### config.mk
export PLATFORM = sky130hd
export DESIGN_NAME = pm_timer
export DESIGN_NICKNAME = d
export VERILOG_FILES = /design/src/rtl/pm_timer_pkg.sv /design/src/rtl/pm_prescaler.sv /design/src/rtl/pm_postscaler.sv /design/src/rtl/pm_timer.sv
export SDC_FILE = /design/constraint.sdc
export NUM_CORES = 1
export LEC_CHECK = 0
export ABC_CLOCK_PERIOD_IN_PS = 2000
export BUFFER_PORTS_ARGS = -buffer_cell sky130_fd_sc_hd__buf_2
export CORE_MARGIN = 1.5
export CORE_UTILIZATION = 55
export CTS_CLUSTER_DIAMETER = 60
export CTS_CLUSTER_SIZE = 20
export DETAILED_ROUTE_END_ITERATION = 7
export GPL_TIMING_DRIVEN = 0
export HOLD_SLACK_MARGIN = 0.15
export PLACE_DENSITY = 0.87
export RECOVER_POWER = 100
export SETUP_SLACK_MARGIN = 0.05
export SLEW_MARGIN = 20
export SYNTH_ARGS = -nofsm -noshare
export SYNTH_HDL_FRONTEND = slang
export SYNTH_SLANG_ARGS = --single-unit
### constraint.sdc
create_clock -name clk_i -period 2 [get_ports clk_i]
set_input_delay 0.3 -clock clk_i [delete_from_list [all_inputs] [get_ports clk_i]]
set_output_delay 0.3 -clock clk_i [all_outputs]
set_load 0.005 [all_outputs]
### src/rtl/pm_timer_pkg.sv
package pm_timer_pkg;
  localparam int PRE_SEL_W = 2;
  localparam int POST_W    = 4;
  localparam int ADDR_W    = 2;
  localparam int CTL_W     = POST_W + PRE_SEL_W + 1;

  typedef enum logic [ADDR_W-1:0] {
    ADDR_TMR = 2'd0,
    ADDR_PRD = 2'd1,
    ADDR_CTL = 2'd2,
    ADDR_FLG = 2'd3
  } reg_addr_e;

  typedef struct packed {
    logic [POST_W-1:0]    post;
    logic [PRE_SEL_W-1:0] pre;
    logic                 on;
  } ctl_t;
endpackage

### src/rtl/pm_prescaler.sv
module pm_prescaler #(
  parameter int NUM_OPT = 3,
  parameter int SEL_W   = 2
) (
  input  logic             clk_i,
  input  logic             rst_ni,
  input  logic             clr_i,
  input  logic             cnt_en_i,
  input  logic [SEL_W-1:0] sel_i,
  output logic             tc_o
);
  localparam int CNT_W = 2 * (NUM_OPT - 1);
  localparam int SLOTS = 2 ** SEL_W;

  logic [CNT_W-1:0] cnt_q;
  logic [SLOTS-1:0] tc_slot;

  // option k divides by 4**k; selects beyond the last option reuse it
  for (genvar k = 0; k < SLOTS; k++) begin : g_slot
    localparam int K = (k < NUM_OPT) ? k : NUM_OPT - 1;
    if (K == 0) begin : g_direct
      assign tc_slot[k] = 1'b1;
    end else begin : g_div
      assign tc_slot[k] = &cnt_q[2*K-1:0];
    end
  end

  assign tc_o = cnt_en_i & tc_slot[sel_i];

  always_ff @(posedge clk_i or negedge rst_ni) begin
    if (!rst_ni)       cnt_q <= '0;
    else if (clr_i)    cnt_q <= '0;
    else if (cnt_en_i) cnt_q <= cnt_q + 1'b1;
  end

  AST_PRE_CLEARED: assert property (@(posedge clk_i) disable iff (!rst_ni)
    clr_i |=> (cnt_q == '0));
endmodule

### src/rtl/pm_postscaler.sv
module pm_postscaler #(
  parameter int CNT_W = 4
) (
  input  logic             clk_i,
  input  logic             rst_ni,
  input  logic             clr_i,
  input  logic             hit_i,
  input  logic [CNT_W-1:0] sel_i,
  output logic             fire_o
);
  logic [CNT_W-1:0] cnt_q;

  assign fire_o = hit_i & (cnt_q == sel_i);

  always_ff @(posedge clk_i or negedge rst_ni) begin
    if (!rst_ni)      cnt_q <= '0;
    else if (clr_i)   cnt_q <= '0;
    else if (fire_o)  cnt_q <= '0;
    else if (hit_i)   cnt_q <= cnt_q + 1'b1;
  end

  AST_POST_BOUND: assert property (@(posedge clk_i) disable iff (!rst_ni)
    cnt_q <= sel_i);
endmodule

### src/rtl/pm_timer.sv
module pm_timer
  import pm_timer_pkg::*;
#(
  parameter int TMR_W   = 8,
  parameter int NUM_OPT = 3
) (
  input  logic              clk_i,
  input  logic              rst_ni,
  input  logic              hold_i,
  input  logic              tick_i,
  input  logic              wr_en_i,
  input  logic [ADDR_W-1:0] wr_addr_i,
  input  logic [TMR_W-1:0]  wr_data_i,
  input  logic [ADDR_W-1:0] rd_addr_i,
  output logic [TMR_W-1:0]  rd_data_o,
  output logic              match_o,
  output logic              irq_o
);
  localparam int CTL_PAD = TMR_W - CTL_W;

  logic [TMR_W-1:0] tmr_q, prd_q;
  ctl_t             ctl_q;
  logic             flag_q, match_q;
  logic             wr_ok, tmr_wr, prd_wr, ctl_wr, flg_clr;
  logic             scaler_clr, cnt_en, adv, hit, fire;
  logic [CTL_W-1:0] ctl_bits;

  assign wr_ok      = wr_en_i & ~hold_i;
  assign tmr_wr     = wr_ok & (wr_addr_i == ADDR_TMR);
  assign prd_wr     = wr_ok & (wr_addr_i == ADDR_PRD);
  assign ctl_wr     = wr_ok & (wr_addr_i == ADDR_CTL);
  assign flg_clr    = wr_ok & (wr_addr_i == ADDR_FLG) & ~wr_data_i[0];
  assign scaler_clr = hold_i | tmr_wr | ctl_wr;
  assign cnt_en     = ctl_q.on & tick_i & ~scaler_clr;
  assign hit        = adv & (tmr_q == prd_q);

  pm_prescaler #(.NUM_OPT(NUM_OPT), .SEL_W(PRE_SEL_W)) u_pre (
    .clk_i    (clk_i),
    .rst_ni   (rst_ni),
    .clr_i    (scaler_clr),
    .cnt_en_i (cnt_en),
    .sel_i    (ctl_q.pre),
    .tc_o     (adv)
  );

  pm_postscaler #(.CNT_W(POST_W)) u_post (
    .clk_i  (clk_i),
    .rst_ni (rst_ni),
    .clr_i  (scaler_clr),
    .hit_i  (hit),
    .sel_i  (ctl_q.post),
    .fire_o (fire)
  );

  always_ff @(posedge clk_i or negedge rst_ni) begin
    if (!rst_ni) begin
      tmr_q   <= '0;
      prd_q   <= '1;
      ctl_q   <= '0;
      flag_q  <= 1'b0;
      match_q <= 1'b0;
    end else if (hold_i) begin
      tmr_q   <= '0;
      prd_q   <= '1;
      ctl_q   <= '0;
      flag_q  <= 1'b0;
      match_q <= 1'b0;
    end else begin
      match_q <= hit;
      if (tmr_wr)   tmr_q <= wr_data_i;
      else if (hit) tmr_q <= '0;
      else if (adv) tmr_q <= tmr_q + 1'b1;
      if (prd_wr) prd_q <= wr_data_i;
      if (ctl_wr) ctl_q <= wr_data_i[CTL_W-1:0];
      if (fire)         flag_q <= 1'b1;  // set beats clear
      else if (flg_clr) flag_q <= 1'b0;
    end
  end

  assign ctl_bits = ctl_q;

  always_comb begin
    unique case (rd_addr_i)
      ADDR_TMR: rd_data_o = tmr_q;
      ADDR_PRD: rd_data_o = prd_q;
      ADDR_CTL: rd_data_o = {{CTL_PAD{1'b0}}, ctl_bits};
      default:  rd_data_o = {{(TMR_W-1){1'b0}}, flag_q};
    endcase
  end

  assign match_o = match_q;
  assign irq_o   = flag_q;

  AST_OFF_FROZEN: assert property (@(posedge clk_i) disable iff (!rst_ni)
    (!ctl_q.on && !wr_en_i && !hold_i) |=> (tmr_q == $past(tmr_q)));
  AST_MATCH_WRAPS: assert property (@(posedge clk_i) disable iff (!rst_ni)
    match_q |-> (tmr_q == '0));
  AST_FLAG_STICKY: assert property (@(posedge clk_i) disable iff (!rst_ni)
    (flag_q && !hold_i && !flg_clr) |=> flag_q);
  AST_SET_WINS: assert property (@(posedge clk_i) disable iff (!rst_ni)
    (fire && !hold_i) |=> flag_q);
  AST_CTL_KEEPS_TMR: assert property (@(posedge clk_i) disable iff (!rst_ni)
    ctl_wr |=> (tmr_q == $past(tmr_q)));
  AST_HOLD_RESETS: assert property (@(posedge clk_i) disable iff (!rst_ni)
    hold_i |=> (tmr_q == '0 && prd_q == '1 && !flag_q && !match_q));
endmodule

Yosys cells after proc, flatten, opt, wreduce, memory -nomap -nowiden
Cells that the tools add are included.
{"block": "totals", "register_bits": 33, "inputBits": 17, "out_inout_bits": 10, "elab_cells": 66}
{"block": "op_classes", "addsub": 3, "n_lt_le_gt_ge": 1, "n_eq_ne": 7, "mux": 20, "bitwise_logic": 16, "n_reduce_logical": 10}
{"cell": "$mux W8", "count": 6}
{"cell": "$pmux W8 S3", "count": 1}
{"cell": "$mux W4", "count": 5}
{"cell": "$mux W7", "count": 2}
{"cell": "$and A1 B1 Y1", "count": 11}
{"cell": "$add A4 B1 Y4 const B", "count": 2}
{"cell": "$add A8 B1 Y8 const B", "count": 1}
{"cell": "$eq A8 B8 Y1", "count": 1}
{"cell": "$eq A2 B2 Y1 const B", "count": 3}
{"cell": "$reduce_bool A2 Y1", "count": 3}
{"cell": "$reduce_bool A3 Y1", "count": 2}
{"cell": "$mux W1", "count": 5}
{"cell": "$eq A2 B1 Y1 const B", "count": 2}
{"cell": "$eq A4 B4 Y1", "count": 1}
{"cell": "$logic_not A2 Y1", "count": 2}
{"cell": "$reduce_and A4 Y1", "count": 1}
{"cell": "$reduce_bool A4 Y1", "count": 1}
{"cell": "$lt A2 B3 Y1 const B", "count": 1}
{"cell": "$not A1 Y1", "count": 3}
{"cell": "$bmux W1 S2", "count": 1}
{"cell": "$or A1 B1 Y1", "count": 2}
{"cell": "$reduce_and A2 Y1", "count": 1}

Depth between registers and ports, before layout
{"block": "depth", "word_depth": 12, "mapped_depth": 7}

Hierarchy
From an unflattened synthesis, not the netlist that was laid out.
{"block": "hier_totals", "hier_cells": 217, "hier_area_um2": 2103.3}
{"mod": "pm_timer", "n_inst": 1, "cells_per_inst": 164, "area_per_inst_um2": 1584.0}
{"mod": "pm_postscaler", "n_inst": 1, "cells_per_inst": 32, "area_per_inst_um2": 275.3}
{"mod": "pm_prescaler", "n_inst": 1, "cells_per_inst": 21, "area_per_inst_um2": 244.0}

Worst setup path after synthesis
OpenSTA, ideal clock, no wires.
{"block": "synth_path", "path_kind": "flip-flop to flip-flop", "startpoint": "register u_pre.cnt_q[0]", "endpoint": "register tmr_q[2]", "setup_ns": 0.068, "arrival_ns": 1.608, "slack_ns": 0.324, "stages_incl_launch_ff": 7, "path_buffers": 0, "cell_sequence": "dfrtp_1 > ha_1 > o21ba_2 > or3_1 > a211o_2 > o21bai_1 > a221o_1"}
{"block": "synth_between", "elab_chain_len": 8, "word_cells_on_any_way": 10}
{"item": "start: declaration", "line_no": "pm_prescaler.sv:15", "rtl": "logic [CNT_W-1:0] cnt_q;"}
{"item": "start signal: assignment", "line_no": "pm_prescaler.sv:33", "rtl": "else if (cnt_en_i) cnt_q <= cnt_q + 1'b1;"}
{"item": "$reduce_and A4 Y1 / $reduce_and A2 Y1 (equally long branches)", "line_no": "pm_prescaler.sv:24", "rtl": "assign tc_slot[k] = &cnt_q[2*K-1:0];"}
{"item": "$bmux W1 S2 *", "line_no": "pm_prescaler.sv:28", "rtl": "assign tc_o = cnt_en_i & tc_slot[sel_i];"}
{"item": "$mux W1 (not written as such) *", "line_no": "pm_prescaler.sv:28"}
{"item": "$and A1 B1 Y1 *", "line_no": "pm_prescaler.sv:28"}
{"item": "$and A1 B1 Y1", "line_no": "pm_timer.sv:35", "rtl": "assign hit = adv & (tmr_q == prd_q);"}
{"item": "$mux W8", "line_no": "pm_timer.sv:71", "rtl": "else if (hit) tmr_q <= '0;"}
{"item": "$mux W8", "line_no": "pm_timer.sv:70", "rtl": "if (tmr_wr) tmr_q <= wr_data_i;"}
{"item": "$mux W8", "line_no": "pm_timer.sv:62", "rtl": "end else if (hold_i) begin"}
{"item": "end signal: assignment", "line_no": "pm_timer.sv:70"}
{"item": "end signal: assignment", "line_no": "pm_timer.sv:72", "rtl": "else if (adv) tmr_q <= tmr_q + 1'b1;"}
{"item": "end: declaration", "line_no": "pm_timer.sv:21", "rtl": "logic [TMR_W-1:0] tmr_q, prd_q;"}
Mark *: on every way between the ends. The rest lies on a longest branch, timed or not. The select of a mux whose other input is x is not followed.
A chain may end at the register's enable or synchronous reset.

Worst setup path in the final report
{"block": "layout_path", "startpoint": "register u_pre.cnt_q[0]", "endpoint": "register tmr_q[1]"}
The elaborated chain is that of the path after synthesis.

==> reports/metrics.cfg <==
[placed_design]
gp_congestion=0.8305
place_area_um2=2172
io_buffer_count=25
placed_cells=281
hpwl_um=3206
dp_slack_ps=112.3

[power_and_ir_drop]
leakage_nw=0.9465
power-per-cell-area_nw_per_um2=552.4
ir_drop_mv=0.3768
total_power_mw=1.248

[timing]
finalSetupViolations=0
rsz0062_at_grt=yes
fin_crit_ps=1976
hold_viol=0
setup_slack_ps=24.33
report.final.slew_viol_count=0
period_share_pct=98.78
slew_headroom_pct=32.32
skew_ps=10.60
max_freq_ghz=0.5062
tightest_slew_ps=1007
setup_tns_ps=0
whs_ps=197.1

[worst_setup_path]
cp_cell_sequence=ha_1, o21ba_2, nor3_2, a211oi_2, a22oi_1, o21ai_0
arrival_ps=2240
worstSetupStartpointType=flop
ff2ff_setup_slack_ps=20
critPathSlowestCell=a211oi_2
startpoint=u_pre.cnt_q[0]
endpoint_kind=flop
reg2reg_from=u_pre.cnt_q[0]
worstSetupEndpoint=tmr_q[1]
r2r-end=tmr_q[1]
cpPeakStageDelay_ps=600
required_ps=2260
reg2regPathDepth=6
crit_path_max_fanout=8
critPathKind=flop to flop

[logic_synthesis]
synth-main-ff-cell=dfrtp_1
syn_avg_cell_area_um2=9.473
synth_cell_types=46
syn_inst=210
synth_edf_count=0
synth.most_common_cell=nand2_1
async_reset_ff_share_pct=100.0
netlist_area_um2=1989
ys_top_cells_by_area=dfrtp_1 31%, dfstp_2 11%, nand2_1 7.7%
ys_top_cells_by_count=41 x nand2_1, 25 x dfrtp_1, 22 x o21ai_0
synth_top_area_share_pct=31.45
synth_nets=230
ys_ff_latch=33
synth_top_area_cell=dfrtp_1
ys_seq_area_share_pct=42.01
yosysWarningCount=0

[final_layout]
fillers=292
final_area_um2=2258
final_layout_size_suffix_gt1_share_pct=23.67
fin_nets=264
diodes=0
area.growth.synth_to_final_pct=13.52
final_cells=291
finish.utilization_pct=66.12

[cts]
cts_tree=yes
cts_inserted_buffers=5
clk_pin_slew_ps=100
clockBufferDepth=2
cts.sinks=33
cts_root_buf=clkbuf_4
h-tree-depth=2
clk_latency_ps=350

[worst_hold_path]
min_path_type=primary input to flop

[detailed_routing]
avgViaCountPerCell=5.880
vias=1711
ant_nets=0
drtPass1Iterations=4
routed_wl_um=4644
wl_per_cell_um=15.96
drc=0
drt_iter0_markers=101

[die]
coreArea_um2=3416
ioPinCount=27
placementRows=21
dieArea_um2=3987
start_util_pct=58.24
dieHeight_um=63.14
die_w_um=63.14

[grt]
grt.total_usage_pct=25.75
grt_pass1_wl_um=7845
antenna_found_initial=0
gr-total-overflow=0
grt_max_degree=34
first_global_vias=1658

[status]
outcome=finished clean

[flow_run]
cap_violations=0

-- final cells by class --
class / instances / area, µm² / area share [%]
multi-input combinational: 167 / 1115 / 49.36
sequential: 33 / 837.1 / 37.06
timing repair buffer: 28 / 148.9 / 6.593
tap: 46 / 57.56 / 2.548
clock buffer: 6 / 41.29 / 1.828
buffer: 7 / 41.29 / 1.828
clock inverter: 2 / 10.01 / 0.4432
inverter: 2 / 7.507 / 0.3324
-- state kept, by name, indices dropped and copies added (netlist names) --
| name | cells |
|---|---|
| prd_q | 8 |
| tmr_q | 8 |
| ctl_bits | 7 |
| u_post.cnt_q | 4 |
| u_pre.cnt_q | 4 |
| irq_o | 1 |
| match_o | 1 |
-- layout by cell type (no fill, tap or decap), drive strengths merged, types with 3 or more instances in the layout --
master | Yosys | final
nand2 | 41 | 41
dfrtp | 25 | 25
buf | 2 | 25
o21ai | 22 | 22
clkbuf | 6 | 15
nand2b | 10 | 10
xor2 | 10 | 10
nand3b | 10 | 10
dfstp | 8 | 8
mux2i | 7 | 7
nor2 | 7 | 7
a22oi | 7 | 7
nand3 | 5 | 5
xnor2 | 5 | 5
nand4 | 3 | 3
or3 | 3 | 3
ha | 3 | 3
-- worst max-delay path: cells and delay by family, from the launching register on --
kind	cells	cell delay, ps
and+or+nand+nor	1	60
AOI/OAI and AO/OA	4	1190
DFF	1	420
adders and majority gates	1	220
-- kinds of logic after synthesis --
logic type / count (synthesis) / share of synthesized area, %
buffers and inverters: 10 / 2.641
AOI/OAI and AO/OA: 45 / 15.16
and+or+nand+nor: 94 / 25.91
muxes: 10 / 5.786
adders and majority gates: 3 / 1.887
DFF: 33 / 42.01
xor gates and xnor gates: 15 / 6.603
-- where the power goes --
group / internal, mW / switching, mW / leakage [nW]
Combinational: 0.0710 / 0.103 / 0.486
Sequential: 0.688 / 0.0202 / 0.429
Clock: 0.134 / 0.232 / 0.0320
-- worst min-delay path by stage --
stage,end,start,cells after the start,slack [ps]
final,prd_q[6],wr_data_i[6],3,200
after global placement,u_pre.cnt_q[0],rst_ni,1,400
after detailed placement,u_pre.cnt_q[0],rst_ni,1,400
after CTS,prd_q[3],wr_data_i[3],3,190
after global routing,prd_q[7],wr_data_i[7],3,190
after floorplan,ctl_bits[0],rst_ni,0,4
-- timing repair --
| item | CTS | global route |
|---|---|---|
| buffers inserted | 0 | 2 |
| setup endpoints to repair | 0 | 5 |
| hold buffers | 1 | 0 |
| endpoints found under the hold margin | 25 | 0 |
| resized for setup | 0 | 4 |
-- per-layer routing --
metal | vias to the layer above | global-route usage [%] | share of wire [%] | routed length [µm]
met1 | 819 | 33.18 | 42 | 1956
met2 | 61 | 42.29 | 49 | 2265
li1 | 821 | - | - | -
met5 | - | 0 | 0 | 0
met4 | 0 | 9.444 | 2.1 | 97
met3 | 10 | 5.893 | 7.0 | 323
(Power assumes the default switching activity.)
